## src/rtl/dpwm_pkg.sv

```systemverilog
package dpwm_pkg;

  // Default width of the period and duty words
  localparam int unsigned DPWM_DEF_W = 11;

  // Half-period encoding; also the value of half_o
  typedef enum logic {
    HALF_A = 1'b0,
    HALF_B = 1'b1
  } half_e;

endpackage

```

## src/rtl/dpwm_shadow.sv

```systemverilog
module dpwm_shadow
  import dpwm_pkg::*;
#(
  parameter int unsigned W = DPWM_DEF_W
) (
  input  logic         clk_i,
  input  logic         rst_ni,
  input  logic         load_i,
  input  logic [W-1:0] per_i,
  input  logic [W-1:0] duty_i,
  input  logic         dith_i,
  output logic [W-1:0] per_q_o,
  output logic [W-1:0] duty_q_o,
  output logic         dith_q_o,
  output logic [W-1:0] per_d_o,
  output logic [W-1:0] duty_d_o,
  output logic         dith_d_o
);

  logic [W-1:0] per_q, duty_q;
  logic         dith_q;

  // Values the shadow will hold after the coming edge
  assign per_d_o  = load_i ? per_i  : per_q;
  assign duty_d_o = load_i ? duty_i : duty_q;
  assign dith_d_o = load_i ? dith_i : dith_q;

  always_ff @(posedge clk_i or negedge rst_ni) begin
    if (!rst_ni) begin
      per_q  <= '0;
      duty_q <= '0;
      dith_q <= 1'b0;
    end else begin
      per_q  <= per_d_o;
      duty_q <= duty_d_o;
      dith_q <= dith_d_o;
    end
  end

  assign per_q_o  = per_q;
  assign duty_q_o = duty_q;
  assign dith_q_o = dith_q;

endmodule

```

## src/rtl/dpwm_timebase.sv

```systemverilog
module dpwm_timebase
  import dpwm_pkg::*;
#(
  parameter int unsigned W = DPWM_DEF_W
) (
  input  logic         clk_i,
  input  logic         rst_ni,
  input  logic         idle_i,
  input  logic [W-1:0] per_q_i,
  input  logic         dith_q_i,
  output logic [W-1:0] cnt_o,
  output logic         half_o,
  output logic         run_o,
  output logic [W-1:0] cnt_d_o,
  output logic         half_d_o,
  output logic         full_wrap_o,
  output logic         load_o
);

  localparam logic [W-1:0] ONE = W'(1);

  // Length of one counter run: half the period when dithering
  function automatic logic [W-1:0] run_len(input logic [W-1:0] per, input logic dith);
    return dith ? {1'b0, per[W-1:1]} : per;
  endfunction

  logic [W-1:0] cnt_q, cnt_d, lim_w;
  half_e        half_q, half_d;
  logic         run_q;
  logic         term_w;

  assign lim_w       = run_len(per_q_i, dith_q_i);
  assign term_w      = run_q && (cnt_q == lim_w - ONE);
  assign full_wrap_o = term_w && (!dith_q_i || (half_q == HALF_B));
  assign load_o      = idle_i || !run_q || full_wrap_o;

  always_comb begin
    cnt_d  = cnt_q + ONE;
    half_d = half_q;
    if (idle_i || !run_q) begin
      cnt_d  = '0;
      half_d = HALF_A;
    end else if (term_w) begin
      cnt_d = '0;
      if (dith_q_i) half_d = (half_q == HALF_A) ? HALF_B : HALF_A;
    end
  end

  always_ff @(posedge clk_i or negedge rst_ni) begin
    if (!rst_ni) begin
      cnt_q  <= '0;
      half_q <= HALF_A;
      run_q  <= 1'b0;
    end else begin
      cnt_q  <= cnt_d;
      half_q <= half_d;
      run_q  <= !idle_i;
    end
  end

  assign cnt_o    = cnt_q;
  assign half_o   = (half_q == HALF_B);
  assign run_o    = run_q;
  assign cnt_d_o  = cnt_d;
  assign half_d_o = (half_d == HALF_B);

  // the count never reaches the run length
  a_r2_below_limit : assert property (@(posedge clk_i) disable iff (!rst_ni)
    run_q |-> (cnt_q < lim_w));

  // every wrap in dither mode flips the half indicator
  a_r3_half_flip : assert property (@(posedge clk_i) disable iff (!rst_ni)
    (term_w && dith_q_i && !idle_i) |=> (half_q != $past(half_q)));

  // no second half without dither
  a_r2_single_half : assert property (@(posedge clk_i) disable iff (!rst_ni)
    (run_q && !dith_q_i) |-> (half_q == HALF_A));

  // idle parks the timebase
  a_r1_idle_park : assert property (@(posedge clk_i) disable iff (!rst_ni)
    idle_i |=> (cnt_q == '0 && half_q == HALF_A && !run_q));

  // the first running state starts at count 0
  a_r9_first_count : assert property (@(posedge clk_i) disable iff (!rst_ni)
    (!run_q && !idle_i) |=> (run_q && cnt_q == '0 && half_q == HALF_A));

endmodule

```

## src/rtl/dpwm_compare.sv

```systemverilog
module dpwm_compare
  import dpwm_pkg::*;
#(
  parameter int unsigned W = DPWM_DEF_W
) (
  input  logic         clk_i,
  input  logic         rst_ni,
  input  logic         idle_i,
  input  logic         run_i,
  input  logic [W-1:0] cnt_i,
  input  logic         half_i,
  input  logic [W-1:0] duty_i,
  input  logic         dith_i,
  input  logic [W-1:0] cnt_d_i,
  input  logic         half_d_i,
  input  logic [W-1:0] duty_d_i,
  input  logic         dith_d_i,
  output logic         pwm_o
);

  // Compare value: whole duty, or its upper bits plus the low bit in half B
  function automatic logic [W-1:0] cmp_of(input logic [W-1:0] duty,
                                          input logic dith, input logic half);
    logic [W-1:0] extra;
    extra = {{(W-1){1'b0}}, half & duty[0]};
    return dith ? ({1'b0, duty[W-1:1]} + extra) : duty;
  endfunction

  logic [W-1:0] cmp_d, cmp_now;
  logic         set_w, clr_w, pwm_q, pwm_d;

  assign cmp_d   = cmp_of(duty_d_i, dith_d_i, half_d_i);
  assign cmp_now = cmp_of(duty_i, dith_i, half_i);

  // Set on match has priority over clear on wrap (covers compare value 0)
  assign set_w = (cnt_d_i == cmp_d);
  assign clr_w = (cnt_d_i == '0);

  always_comb begin
    pwm_d = pwm_q;
    if (idle_i)     pwm_d = 1'b0;
    else if (set_w) pwm_d = 1'b1;
    else if (clr_w) pwm_d = 1'b0;
  end

  always_ff @(posedge clk_i or negedge rst_ni) begin
    if (!rst_ni) pwm_q <= 1'b0;
    else         pwm_q <= pwm_d;
  end

  assign pwm_o = pwm_q;

  // output is high whenever the count sits on the compare value
  a_r5_high_at_match : assert property (@(posedge clk_i) disable iff (!rst_ni)
    (run_i && cnt_i == cmp_now) |-> pwm_q);

  // output is low at the start of a run unless the compare value is 0
  a_r4_low_at_start : assert property (@(posedge clk_i) disable iff (!rst_ni)
    (run_i && cnt_i == '0 && cmp_now != '0) |-> !pwm_q);

  // a compare value of 0 holds the output high
  a_r7_zero_cmp_high : assert property (@(posedge clk_i) disable iff (!rst_ni)
    (run_i && cmp_now == '0) |-> pwm_q);

  // never high while not running
  a_r1_idle_low : assert property (@(posedge clk_i) disable iff (!rst_ni)
    !run_i |-> !pwm_q);

endmodule

```

## src/rtl/dpwm_dither_top.sv

```systemverilog
module dpwm_dither_top
  import dpwm_pkg::*;
#(
  parameter int unsigned W = DPWM_DEF_W
) (
  input  logic         clk_i,
  input  logic         rst_ni,
  input  logic         ch_en_i,
  input  logic         dith_en_i,
  input  logic [W-1:0] per_i,
  input  logic [W-1:0] duty_i,
  output logic         pwm_o,
  output logic [W-1:0] cnt_o,
  output logic         half_o
);

  // A run length of zero cannot produce a waveform
  function automatic logic len_zero(input logic [W-1:0] per, input logic dith);
    return dith ? (per[W-1:1] == '0) : (per == '0);
  endfunction

  logic         idle_w, run_w, load_w, full_wrap_w;
  logic [W-1:0] per_sh, duty_sh, per_nx, duty_nx, cnt_nx;
  logic         dith_sh, dith_nx, half_nx, half_w;

  assign idle_w = !ch_en_i || len_zero(per_i, dith_en_i);

  dpwm_shadow #(.W(W)) u_shadow (
    .clk_i    (clk_i),
    .rst_ni   (rst_ni),
    .load_i   (load_w),
    .per_i    (per_i),
    .duty_i   (duty_i),
    .dith_i   (dith_en_i),
    .per_q_o  (per_sh),
    .duty_q_o (duty_sh),
    .dith_q_o (dith_sh),
    .per_d_o  (per_nx),
    .duty_d_o (duty_nx),
    .dith_d_o (dith_nx)
  );

  dpwm_timebase #(.W(W)) u_timebase (
    .clk_i       (clk_i),
    .rst_ni      (rst_ni),
    .idle_i      (idle_w),
    .per_q_i     (per_sh),
    .dith_q_i    (dith_sh),
    .cnt_o       (cnt_o),
    .half_o      (half_w),
    .run_o       (run_w),
    .cnt_d_o     (cnt_nx),
    .half_d_o    (half_nx),
    .full_wrap_o (full_wrap_w),
    .load_o      (load_w)
  );

  dpwm_compare #(.W(W)) u_compare (
    .clk_i    (clk_i),
    .rst_ni   (rst_ni),
    .idle_i   (idle_w),
    .run_i    (run_w),
    .cnt_i    (cnt_o),
    .half_i   (half_w),
    .duty_i   (duty_sh),
    .dith_i   (dith_sh),
    .cnt_d_i  (cnt_nx),
    .half_d_i (half_nx),
    .duty_d_i (duty_nx),
    .dith_d_i (dith_nx),
    .pwm_o    (pwm_o)
  );

  assign half_o = half_w;

  // settings stay frozen inside a period while running
  a_r8_shadow_frozen : assert property (@(posedge clk_i) disable iff (!rst_ni)
    (run_w && !full_wrap_w && !idle_w) |=>
      ($stable(per_sh) && $stable(duty_sh) && $stable(dith_sh)));

  // a full-period wrap loads the inputs present at that edge
  a_r8_load_at_wrap : assert property (@(posedge clk_i) disable iff (!rst_ni)
    (full_wrap_w && !idle_w) |=> (per_sh == $past(per_i) && duty_sh == $past(duty_i)));

  // dropping the enable parks the output low
  a_r1_disable_low : assert property (@(posedge clk_i) disable iff (!rst_ni)
    !ch_en_i |=> (!pwm_o && cnt_o == '0 && !half_o));

endmodule

```

## config.mk

```make
export PLATFORM = sky130hd
export DESIGN_NAME = dpwm_dither_top
export DESIGN_NICKNAME = d
export VERILOG_FILES = /design/src/rtl/dpwm_pkg.sv /design/src/rtl/dpwm_shadow.sv /design/src/rtl/dpwm_timebase.sv /design/src/rtl/dpwm_compare.sv /design/src/rtl/dpwm_dither_top.sv
export SDC_FILE = /design/constraint.sdc
export NUM_CORES = 1
export LEC_CHECK = 0
export BUFFER_PORTS_ARGS = -buffer_cell sky130_fd_sc_hd__buf_4
export CAP_MARGIN = 25
export CORE_MARGIN = 2
export CORE_UTILIZATION = 30
export DETAILED_ROUTE_END_ITERATION = 16
export SETUP_SLACK_MARGIN = 0.2
export SLEW_MARGIN = 20
export SYNTH_ARGS = -nofsm -noshare
export SYNTH_HDL_FRONTEND = slang
export SYNTH_HIERARCHICAL = 1
export SYNTH_SLANG_ARGS = --single-unit
```

## constraint.sdc

```tcl
create_clock -name clk_i -period 5.3 [get_ports clk_i]
set_input_delay 1.06 -clock clk_i [delete_from_list [all_inputs] [get_ports clk_i]]
set_output_delay 1.06 -clock clk_i [all_outputs]
set_load 0.01 [all_outputs]
```

Word level (Yosys, flattened, before mapping)

Index checks and enable logic that the tools add are counted.

Bits in registers: 37

Reduce and logical (&&, ||, !) cells: 14
Mux-type cells: 14
Add/subtract/negate cells: 3
Bitwise gates (word level): 1
Eq/ne operators: 2

Operators by type and width:

| cell                                                                 | count |
|---|---|
| 11-bit 2-to-1 mux                                                    | 5 |
| 11-bit equality test                                                 | 2 |
| 11-bit logical NOT                                                   | 2 |
| 10-bit by 1-bit adder with 11-bit output                             | 1 |
| 11-bit by 1-bit adder with 11-bit output, second input constant      | 1 |
| 11-bit by 1-bit subtractor with 11-bit output, second input constant | 1 |
| 10-bit logical NOT                                                   | 1 |
| 1-bit 2-to-1 mux                                                     | 9 |
| 1-bit logical NOT                                                    | 4 |
| 1-bit logical OR                                                     | 4 |
| 3-bit nonzero test                                                   | 1 |
| 1-bit logical AND                                                    | 2 |
| 1-bit AND                                                            | 1 |

Longest topological paths before layout

Gate-level depths: netlist (run 1).

Word-level depth: 13
Gate-level depth with buffers: 21
Depth with buffers taken out: 19

By module

The synthesis (run 1) kept the hierarchy.

Modules (own cells, without submodules):

| module          | cells an instance | instances | area each (um2) | seq. area each (um2) |
|---|---|---|---|---|
| dpwm_timebase   | 126               | 1         | 1153.6          | 325.3 |
| dpwm_shadow     | 48                | 1         | 857.1           | 575.6 |
| dpwm_compare    | 87                | 1         | 615.6           | 25.0 |
| dpwm_dither_top | 6                 | 1         | 48.8            | 0.0 |

Worst setup path after synthesis (run 1)

Ideal clock, no wire load.

Path type: register to register
Start: register u_shadow.dith_q (netlist: u_shadow/dith_q_o)
End: register u_compare.pwm_q (netlist: u_compare/pwm_o)
Clock period less this slack: 5.055 ns
Cell stages (with the launch flop): 22
Path slack: 0.245 ns
Data required time: 5.234 ns
Arrival: 4.988 ns
Path buffers: 3
Cell sequence: dfrtp_1 > buf_6 > buf_2 > a21oi_1 > ha_1 > nand3_2 > or2_2 > nor4b_1 > o32ai_2 > or2_1 > o21ai_0 > buf_6 > mux2_2 > and2_1 > ha_1 > ha_1 > xnor3_1 > nand2_1 > o41ai_1 > o2111ai_1 > nor4_1 > a41o_1

Cells in the longest elaborated chain, start to end: 13
Elaborated cells between the ends (all ways): 23
Those cells by class: add/sub (2); eq/ne (2); mux (11); bitwise (1); reduce/logical (7)

RTL lines:

| what                                          | line                  | source |
|---|---|---|
| from (decl)                                   | dpwm_shadow.sv:21     | `logic dith_q;` |
| from (signal assigned)                        | dpwm_shadow.sv:36     | `dith_q <= dith_d_o;` |
| 11-bit 2-to-1 mux                             | dpwm_timebase.sv:24   | `return dith ? {1'b0, per[W-1:1]} : per;` |
| 11-bit by 1-bit subtractor with 11-bit output | dpwm_timebase.sv:33   | `assign term_w = run_q && (cnt_q == lim_w - ONE);` |
| 11-bit equality test                          | dpwm_timebase.sv:33   |  |
| 1-bit logical AND                             | dpwm_timebase.sv:33   |  |
| 1-bit logical AND (*)                         | dpwm_timebase.sv:34   | `assign full_wrap_o = term_w && (!dith_q_i \|\| (half_q == HALF_B));` |
| 1-bit logical OR (*)                          | dpwm_timebase.sv:35   | `assign load_o = idle_i \|\| !run_q \|\| full_wrap_o;` |
| named net load_w                              | dpwm_dither_top.sv:22 | `logic idle_w, run_w, load_w, full_wrap_w;` |
| 11-bit 2-to-1 mux (*)                         | dpwm_shadow.sv:25     | `assign duty_d_o = load_i ? duty_i : duty_q;` |
| named net duty_nx[0]                          | dpwm_dither_top.sv:23 | `logic [W-1:0] per_sh, duty_sh, per_nx, duty_nx, cnt_nx;` |
| 1-bit AND                                     | dpwm_compare.sv:25    | `extra = {{(W-1){1'b0}}, half & duty[0]};` |
| 10-bit by 1-bit adder with 11-bit output      | dpwm_compare.sv:26    | `return dith ? ({1'b0, duty[W-1:1]} + extra) : duty;` |
| 11-bit 2-to-1 mux (*)                         | dpwm_compare.sv:26    |  |
| 11-bit equality test (*)                      | dpwm_compare.sv:36    | `assign set_w = (cnt_d_i == cmp_d);` |
| 1-bit 2-to-1 mux                              | dpwm_compare.sv:42    | `else if (set_w) pwm_d = 1'b1;` |
| 1-bit 2-to-1 mux                              | dpwm_compare.sv:41    | `if (idle_i) pwm_d = 1'b0;` |
| to (signal assigned)                          | dpwm_compare.sv:48    | `else pwm_q <= pwm_d;` |
| to (decl)                                     | dpwm_compare.sv:30    | `logic set_w, clr_w, pwm_q, pwm_d;` |

The timed path passes the listed nets; every way through them passes the cells marked *.
A chain may end at the register's enable or synchronous reset.

Final worst setup path (run 1)

Start: register u_shadow.per_q[0] (netlist: u_shadow/per_q_o[0])
End: register u_compare.pwm_q (netlist: u_compare/pwm_o)

Elaborated cells between the ends (all ways): 20
Those cells by class: add/sub (2); eq/ne (2); mux (10); bitwise (1); reduce/logical (5)

RTL lines:

| what                                              | line                  | source |
|---|---|---|
| from (decl)                                       | dpwm_shadow.sv:20     | `logic [W-1:0] per_q, duty_q;` |
| from (signal assigned)                            | dpwm_shadow.sv:34     | `per_q <= per_d_o;` |
| 11-bit 2-to-1 mux (*)                             | dpwm_timebase.sv:24   |  |
| 11-bit by 1-bit subtractor with 11-bit output (*) | dpwm_timebase.sv:33   |  |
| 11-bit equality test (*)                          | dpwm_timebase.sv:33   |  |
| 1-bit logical AND (*)                             | dpwm_timebase.sv:33   |  |
| 1-bit logical AND (*)                             | dpwm_timebase.sv:34   |  |
| 1-bit logical OR (*)                              | dpwm_timebase.sv:35   |  |
| named net load_w                                  | dpwm_dither_top.sv:22 |  |
| 11-bit 2-to-1 mux (*)                             | dpwm_shadow.sv:25     |  |
| named net duty_nx[1]                              | dpwm_dither_top.sv:23 |  |
| 10-bit by 1-bit adder with 11-bit output          | dpwm_compare.sv:26    |  |
| 11-bit 2-to-1 mux (*)                             | dpwm_compare.sv:26    |  |
| 11-bit equality test (*)                          | dpwm_compare.sv:36    |  |
| 1-bit 2-to-1 mux                                  | dpwm_compare.sv:42    |  |
| 1-bit 2-to-1 mux                                  | dpwm_compare.sv:41    |  |

Marked as above.

==> results of run 1 <==
==> placed cells by master, fill, tap and decap left out, drive strengths merged, types with 3 or more instances in the layout <==
cell    count
a21oi      11
nand4       5
buf        41
nor2       19
and3        6
nand3b      3
a31oi       3
ha          5
mux2       23
o21ai      11
nand3      14
dfrtp      37
xor2       16
inv         9
clkbuf      6
mux2i      11
o211ai      3
and2        3
nor4        6
xnor2      17
nor2b       4
nand2       7
nand2b      7
or2         3
==> sequential cells by signal, indices dropped and copies added, names as in the netlist <==
name               flops
u_compare/pwm_o        1
u_shadow/dith_q_o      1
u_shadow/duty_q_o     11
u_shadow/per_q_o      11
u_timebase/cnt_o      11
u_timebase/half_o      1
u_timebase/run_o       1
==> report_power, final <==
group | total (W) | switching [W] | leakage [nW] | internal [W]
Sequential | 0.000314 | 0.0000158 | 0.459 | 0.000298
Combinational | 0.000164 | 0.0000879 | 0.798 | 0.0000765
Clock | 0.000193 | 0.000102 | 0.0450 | 0.0000912
Total | 0.000671 | 0.000205 | 1.30 | 0.000466
==> routing by layer <==
| metal | GRT usage | routed length [um] | vias to the layer above |
|---|---|---|---|
| li1 | - | - | 1063 |
| met1 | 0.2137 | 3223 | 1043 |
| met2 | 0.2245 | 3057 | 55 |
| met3 | 0.03006 | 355 | 9 |
| met4 | 0.02845 | 64 | 0 |
| met5 | 0 | 0 | - |
==> through the flow <==
| stage | worst slack (ns) | utilization | total power [W] | instance area, sq um | hold WS [ns] |
|---|---|---|---|---|---|
| after floorplan | 0.2633 | - | 0.0004315 | 2671 | 0.4683 |
| after global placement | 0.5014 | 0.3525 | 0.0004784 | 3059 | 0.4957 |
| after detailed placement | 0.3363 | 0.3525 | 0.0004792 | 3059 | 0.5052 |
| after CTS | 0.2881 | 0.3620 | 0.0006738 | 3142 | 0.5221 |
| after global routing | 0.2048 | 0.3645 | 0.0007110 | 3163 | 0.5531 |
| final | 0.4464 | 0.3645 | 0.0006711 | 3163 | 0.5143 |
==> critical path: cells and delay by family (launching register included) <==
family                     cells  cell delay (ns)
and+or+nand+nor                7             1.66
AOI/OAI and AO/OA              6             1.05
adders and majority gates      3             0.75
DFF                            1             0.39
xor gates and xnor gates       1             0.39
muxes                          1             0.37
buffers and inverters          1             0.19
==> final cells by class <==
type,instances,area share
multi-input combinational,212,0.5301
sequential,37,0.2931
timing repair buffer,41,0.09731
tap,108,0.04272
clock buffer,6,0.02294
inverter,9,0.01068
clock inverter,2,0.003165
==> final timing paths <==
kind | startpoint | to | slack, ns | depth (start not counted)
worst max-delay path | u_shadow/per_q_o[0]$_DFF_PN0_ | u_compare/pwm_o$_DFFE_PN0P_ | 0.45 | 19
worst min-delay path | u_shadow/duty_q_o[0]$_DFF_PN0_ | u_shadow/duty_q_o[0]$_DFF_PN0_ | 0.51 | 1
worst max register to register | u_shadow/per_q_o[0]$_DFF_PN0_ | u_compare/pwm_o$_DFFE_PN0P_ | 0.45 | 19
worst min register to register | u_shadow/duty_q_o[0]$_DFF_PN0_ | u_shadow/duty_q_o[0]$_DFF_PN0_ | 0.51 | 1
max in group asynchronous | rst_ni | u_shadow/dith_q_o$_DFF_PN0_ | 4.21 | 1
min in group asynchronous | rst_ni | u_shadow/duty_q_o[10]$_DFF_PN0_ | 0.73 | 1
==> impl_metrics.ini, run 1 <==
[run_status]
status = finished clean

[routing]
wl_per_cell_um = 16.15
drtPass1Iterations = 4
drtIter0Drc = 79
num_vias = 2170
finalWirelength_mm = 6.701
via_per_inst = 5.229
drc = 0
drtAntennaViolNets = 0

[worst_setup_path]
slowest_delay_ns = 0.39
worstPathRequired_ns = 5.54
crit_path_frequent_cell = ha_1
critPathCaptureType = register
cp.arrival_ns = 5.09
cp_max_fo = 7
worstPathCellList = nor2b_2 -> a21oi_1 -> ha_1 -> nand3_2 -> or2_2 -> nor4b_1 -> o32ai_2 -> or2_1 -> o21ai_2 -> buf_4 -> mux2_2 -> ha_1 -> ha_1 -> xnor3_1 -> nand2_1 -> o41ai_1 -> o2111ai_1 -> nor4_2 -> a41o_1
crit_type = register to register
start_kind = register
slowest_stage = dfrtp_1

[clock_network]
cts.hold.buffers_added = 0
cts.clk_slew.worst_paths_ns = 0.07
cts_max_path_buffers = 2
htree_levels = 2
cts-root-buf = clkbuf_8
post_cts_buffers = 0
cts_resized = 0
clk_latency_ns = 0.29
clock_sinks = 37
cts_tree = yes
cts_buffers = 5

[grt]
grt.overflow.total = 0
grt_pass1_vias = 2223
track_usage = 0.1459
grt_first_pass_wirelength_mm = 11.44
grt_max_degree = 38
antenna_found_initial = 0

[pwr]
leakagePower_nw = 1.302
p_per_area_nw_per_um2 = 212.2
vdd_drop_max_uv = 123.7

[sta]
hold_viol = 0
skew_ns = 0.003831
finalCritPeriodShare = 0.9158
tns_ns = 0
rsz0062_at_grt = no
drv_slew = 0
slew_headroom = 0.6492
fmax_mhz = 206.0
setup_viol = 0
tightestPinTransition_ns = 0.5130
min_period_ns = 4.854

[die]
core_area_sq_um = 8678
rows = 34
fp.dieH_um = 98.36
initial_core_util = 0.3078
die_width_um = 98.36
dieArea_sq_um = 9675
io_pins = 39

[layout]
n_antenna_cell = 0
final_cells = 415
nets = 337
drive_gt1_frac = 0.2997
multi_input_area_sq_um = 1677
syn_to_final_growth_pct = 18.41
regArea_sq_um = 927.1
fillers = 896

[logic_synthesis]
yosys_warnings = 6
avgSynthCellArea_sq_um = 10.04
synth_area_sq_um = 2671
syn_inst = 266
syn-num-nets = 297

[placed_design]
port_buffers = 38
dp_cells = 407
dp_hpwl_mm = 5.097
globalplace.congestion = 0.8804

[hold_path]
min_path_type = register to register

[job]
max_cap_violations = 0
No activity file was read; power rests on OpenSTA's default activity.
==> run 2, diff against run 1 <==
- RECOVER_POWER: default -> 25
==> run 2 against run 1 <==
  * Global-route usage did not move
  * Register-to-register slack about the same
  * The flow now finishes with violations (max-capacitance violations, max-slew violations)
  * Via count stayed put
  * Combinational power about the same
  * Critical endpoint unchanged
  * Largest power group unchanged
  * Clock-buffer cell count did not move
  * Utilization hardly changed
==> impl_metrics.ini, run 2 (same netlist as run 1, synthesis figures left out) <==
[grt]
antenna_found_initial = 0
grt.overflow.total = 0
grt_pass1_vias = 2223
grt_first_pass_wirelength_mm = 11.44
grt_max_degree = 38
track_usage = 0.1459

[placed_design]
port_buffers = 38
place_ws_ns = 0.3363
dp_hpwl_mm = 5.097
post_dp_cell_area_sq_um = 3059
globalplace.congestion = 0.8804

[run_status]
status = finished, violations left
violations = max-capacitance violations, max-slew violations

[clock_network]
clock_sinks = 37
post_cts_buffers = 0
cts_max_path_buffers = 2
htree_levels = 2
clk_latency_ns = 0.29
cts_resized = 0
cts_tree = yes
cts.clk_slew.worst_paths_ns = 0.07
cts-root-buf = clkbuf_8
cts_buffers = 5
cts.hold.buffers_added = 0

[worst_setup_path]
critPathCaptureType = register
rrSetupSlack_ns = 0.45
reg2reg_to = u_compare/pwm_o$_DFFE_PN0P_
reg2reg_depth = 19
crit_end = u_compare/pwm_o$_DFFE_PN0P_
critPathLaunch = u_shadow/per_q_o[0]$_DFF_PN0_
crit_type = register to register
worstPathRequired_ns = 5.54
cp.arrival_ns = 5.09
r2r-start = u_shadow/per_q_o[0]$_DFF_PN0_
cp_max_fo = 7
start_kind = register

[routing]
via_per_inst = 5.229
drc = 0
finalWirelength_mm = 6.701
drtIter0Drc = 79
num_vias = 2170
drtPass1Iterations = 4
wl_per_cell_um = 16.15
drtAntennaViolNets = 0

[pwr]
p_per_area_nw_per_um2 = 212.3
vdd_drop_max_uv = 123.7
leakagePower_nw = 1.298

[layout]
fin_area_sq_um = 3159
mostFrequentLayoutCells = buf_4, dfrtp_1, mux2_2, nor2_1, xnor2_1
final_common_cell = buf_4
n_antenna_cell = 0
fin_util = 0.3640
nets = 337
syn_to_final_growth_pct = 18.27
drive_gt1_frac = 0.2964

[sta]
min_period_ns = 4.854
tightestPinTransition_ns = 2.066
hold_viol = 0
setup_viol = 0
rsz0062_at_grt = no
setup_ws_ns = 0.4464
finalCritPeriodShare = 0.9158
fmax_mhz = 206.0
slew_headroom = -0.3776
tns_ns = 0
skew_ns = 0.003831
drv_slew = 38

[job]
max_cap_violations = 1

[die]
core_area_sq_um = 8678
fp.dieH_um = 98.36
die_width_um = 98.36
initial_core_util = 0.3078
io_pins = 39
dieArea_sq_um = 9675
rows = 34

[hold_path]
min_path_type = register to register
-- run 2: worst min-delay path by stage --
| stage | start | end | slack (ns) | cells past startpoint |
|---|---|---|---|---|
| after CTS | u_shadow/duty_q_o[0]$_DFF_PN0_ | u_shadow/duty_q_o[0]$_DFF_PN0_ | 0.52 | 1 |
| final | u_shadow/duty_q_o[0]$_DFF_PN0_ | u_shadow/duty_q_o[0]$_DFF_PN0_ | 0.51 | 1 |
| after global routing | u_shadow/duty_q_o[0]$_DFF_PN0_ | u_shadow/duty_q_o[0]$_DFF_PN0_ | 0.55 | 1 |
| after floorplan | u_shadow/duty_q_o[8]$_DFF_PN0_ | u_shadow/duty_q_o[8]$_DFF_PN0_ | 0.47 | 1 |
| after detailed placement | u_shadow/duty_q_o[0]$_DFF_PN0_ | u_shadow/duty_q_o[0]$_DFF_PN0_ | 0.51 | 1 |
| after global placement | u_shadow/duty_q_o[0]$_DFF_PN0_ | u_shadow/duty_q_o[0]$_DFF_PN0_ | 0.50 | 1 |
-- run 2: critical path, stage by stage, from the launching register on --
cell and delay [ns]:
dfrtp_1 0.39, nor2b_2 0.18, a21oi_1 0.21, ha_1 0.25, nand3_2 0.13, or2_2 0.32, nor4b_1 0.36, o32ai_2 0.18
or2_1 0.28, o21ai_2 0.20, buf_4 0.19, mux2_2 0.37, ha_1 0.27, ha_1 0.23, xnor3_1 0.39, nand2_1 0.06
o41ai_1 0.08, o2111ai_1 0.18, nor4_2 0.33, a41o_1 0.20
-- run 2: area by class of cell --
type / count / area (sq um)
Fill cell: 896 / 5519
Multi-Input combinational cell: 212 / 1677
Sequential cell: 37 / 927.1
Timing Repair Buffer: 41 / 304.0
Tap cell: 108 / 135.1
Clock buffer: 6 / 72.57
Inverter: 9 / 33.78
Clock inverter: 2 / 10.01
-- run 2: through the flow --
stage | hold slack [ns] | cells | power (W)
2_1_floorplan | 0.4683 | 266 | 0.0004315
3_3_place_gp | 0.4957 | 407 | 0.0004784
3_5_place_dp | 0.5052 | 407 | 0.0004792
4_1_cts | 0.5221 | 415 | 0.0006738
5_1_grt | 0.5531 | 415 | 0.0007107
6_report | 0.5143 | 415 | 0.0006708
-- run 2: layer usage --
layer  share of wire  GRT usage  vias up  wire, um
met5               0          0        -         0
met4          0.0096    0.02845        0        64
met3           0.053    0.03006        9       355
met2            0.46     0.2245       55      3057
met1            0.48     0.2137     1043      3224
li1                -          -     1063         -
-- run 2: power by group --
| group | internal, W | total (W) | leakage, nW | switching, W |
|---|---|---|---|---|
| sequential | 0.000298 | 0.000314 | 0.459 | 0.0000158 |
| clock | 0.0000912 | 0.000193 | 0.0450 | 0.000102 |
| combinational | 0.0000761 | 0.000164 | 0.794 | 0.0000879 |
==> run 3, diff against run 2 <==
- CORE_ASPECT_RATIO: default -> 1.5
==> run 3 against run 2 <==
  * The flow still finishes with violations (max-capacitance violations, max-slew violations)
  * Sequential power is essentially flat
  * Register-to-register slack gained 0.11 ns
  * First-iteration DRC count grew 5.1%
  * Routed wire length grew 5.3%
  * Worst hold slack lost 0.0072 ns
  * Design area grew 2.5%
  * Utilization grew 0.70 points
  * Flip-flop and latch count is the same
  * Clock-buffer cell count is the same
  * Critical path depth shrank 2
  * Global-route usage grew 0.83 points
  * Total power grew 17%
  * Critical path type unchanged
  * Highest routed layer unchanged
==> impl_metrics.ini, run 3 (same netlist as run 1, synthesis figures left out) <==
[run_status]
status = finished, violations left
violations = max-capacitance violations, max-slew violations

[hold_path]
min_path_type = register to register

[grt]
grt_first_pass_wirelength_mm = 11.34
grt_pass1_vias = 2225
track_usage = 0.1542
grt_max_degree = 38
antenna_found_initial = 0
grt.overflow.total = 0

[die]
dieArea_sq_um = 9691
fp.dieH_um = 119.6
die_width_um = 81.05
core_area_sq_um = 8723
initial_core_util = 0.3062
io_pins = 39
rows = 42

[clock_network]
cts_max_path_buffers = 2
htree_levels = 2
cts.hold.buffers_added = 0
clock_sinks = 37
cts_buffers = 5
cts-root-buf = clkbuf_16
cts.clk_slew.worst_paths_ns = 0.06
clk_latency_ns = 0.28
cts_tree = yes

[worst_setup_path]
worstPathRequired_ns = 5.52
start_kind = register
cp_max_fo = 6
rrSetupSlack_ns = 0.56
crit_type = register to register
reg2reg_depth = 17
cp.arrival_ns = 4.97
crit_end = u_compare/pwm_o$_DFFE_PN0P_
critPathCaptureType = register
r2r-start = u_shadow/per_q_o[2]$_DFF_PN0_
critPathLaunch = u_shadow/per_q_o[2]$_DFF_PN0_
reg2reg_to = u_compare/pwm_o$_DFFE_PN0P_

[pwr]
power_w = 0.0007832
vdd_drop_max_uv = 117.4
p_per_area_nw_per_um2 = 242.0
leakagePower_nw = 1.339

[sta]
tns_ns = 0
hold_viol = 0
holdWs_ns = 0.5071
finalCritPeriodShare = 0.8947
fmax_mhz = 210.9
drv_slew = 38
setup_viol = 0
rsz0062_at_grt = no
tightestPinTransition_ns = 1.990
slew_headroom = -0.3270
skew_ns = 0.005722
min_period_ns = 4.742

[layout]
regArea_sq_um = 927.1
syn_to_final_growth_pct = 21.17
fillers = 915
final_common_cell = buf_4
n_antenna_cell = 0
multi_input_area_sq_um = 1674
nets = 338
drive_gt1_frac = 0.2922
mostFrequentLayoutCells = buf_4, dfrtp_1, mux2_2, nor2_1, xnor2_1

[job]
max_cap_violations = 1

[routing]
drtIter0Drc = 83
drtAntennaViolNets = 0
via_per_inst = 5.306
finalWirelength_mm = 7.053
num_vias = 2218
wl_per_cell_um = 16.87
drtPass1Iterations = 5
drc = 0

[placed_design]
port_buffers = 38
dp_hpwl_mm = 5.543
globalplace.congestion = 0.9322
[run 3: changes by cell type in the layout (fill, tap and decap cells not counted), sizes merged]
cell,before,now
buf,40,41
[run 3: worst max-delay path: stages, from the launching register on]
cell       delay (ns)
dfrtp_1          0.44
or2_1            0.27
or3b_2           0.57
a2111oi_4        0.31
xnor2_1          0.18
nand4_1          0.21
or2_1            0.31
o21ai_4          0.22
mux2_2           0.38
and2_1           0.15
ha_1             0.24
ha_1             0.30
mux2i_1          0.17
xnor2_1          0.11
nor3_1           0.17
nand4b_1         0.15
nor4_1           0.31
a41o_1           0.20
[run 3: worst min-delay path by stage]
stage	startpoint	end	slack, ns	cells past startpoint
2_1_floorplan	u_shadow/duty_q_o[8]$_DFF_PN0_	u_shadow/duty_q_o[8]$_DFF_PN0_	0.47	1
3_3_place_gp	u_shadow/duty_q_o[0]$_DFF_PN0_	u_shadow/duty_q_o[0]$_DFF_PN0_	0.49	1
3_5_place_dp	u_shadow/duty_q_o[0]$_DFF_PN0_	u_shadow/duty_q_o[0]$_DFF_PN0_	0.50	1
4_1_cts	u_shadow/duty_q_o[0]$_DFF_PN0_	u_shadow/duty_q_o[0]$_DFF_PN0_	0.51	1
5_1_grt	u_shadow/duty_q_o[0]$_DFF_PN0_	u_shadow/duty_q_o[0]$_DFF_PN0_	0.53	1
6_report	u_shadow/duty_q_o[0]$_DFF_PN0_	u_shadow/duty_q_o[0]$_DFF_PN0_	0.51	1
[run 3: where the power goes]
group	switching [W]	internal, W	total, W	leakage, nW
registers	0.0000164	0.000299	0.000315	0.459
logic	0.0000880	0.0000762	0.000164	0.803
clock network	0.000117	0.000187	0.000304	0.0768
total	0.000221	0.000562	0.000783	1.34
[run 3: per-layer routing]
metal | global-route usage | vias up | part of all wire
met1 | 0.1683 | 1075 | 0.37
met4 | 0.08369 | 0 | 0.047
met2 | 0.2753 | 58 | 0.55
li1 | - | 1064 | -
met3 | 0.02556 | 21 | 0.037
met5 | 0 | - | 0
[run 3: timing repair]
action	CTS	global route
resized for setup	0	4
buffers inserted	0	2
endpoints found under the setup margin	0	1
[run 3: layout make-up]
class	instances	share of cell area
multi-input combinational	212	0.5172
clock buffer	6	0.04291
sequential	37	0.2864
inverter	9	0.01044
clock inverter	2	0.004252
tap	110	0.04252
timing repair buffer	42	0.09625
[run 3: metrics by stage]
stage / util / setup WS [ns] / area (sq um) / std cells
detailed placement: 0.3501 / 0.2769 / 3054 / 408
floorplan: - / 0.2633 / 2671 / 266
finish: 0.3711 / 0.5582 / 3237 / 418
global placement: 0.3501 / 0.3659 / 3054 / 408
CTS: 0.3676 / 0.2473 / 3207 / 416
global route: 0.3711 / 0.2407 / 3237 / 418
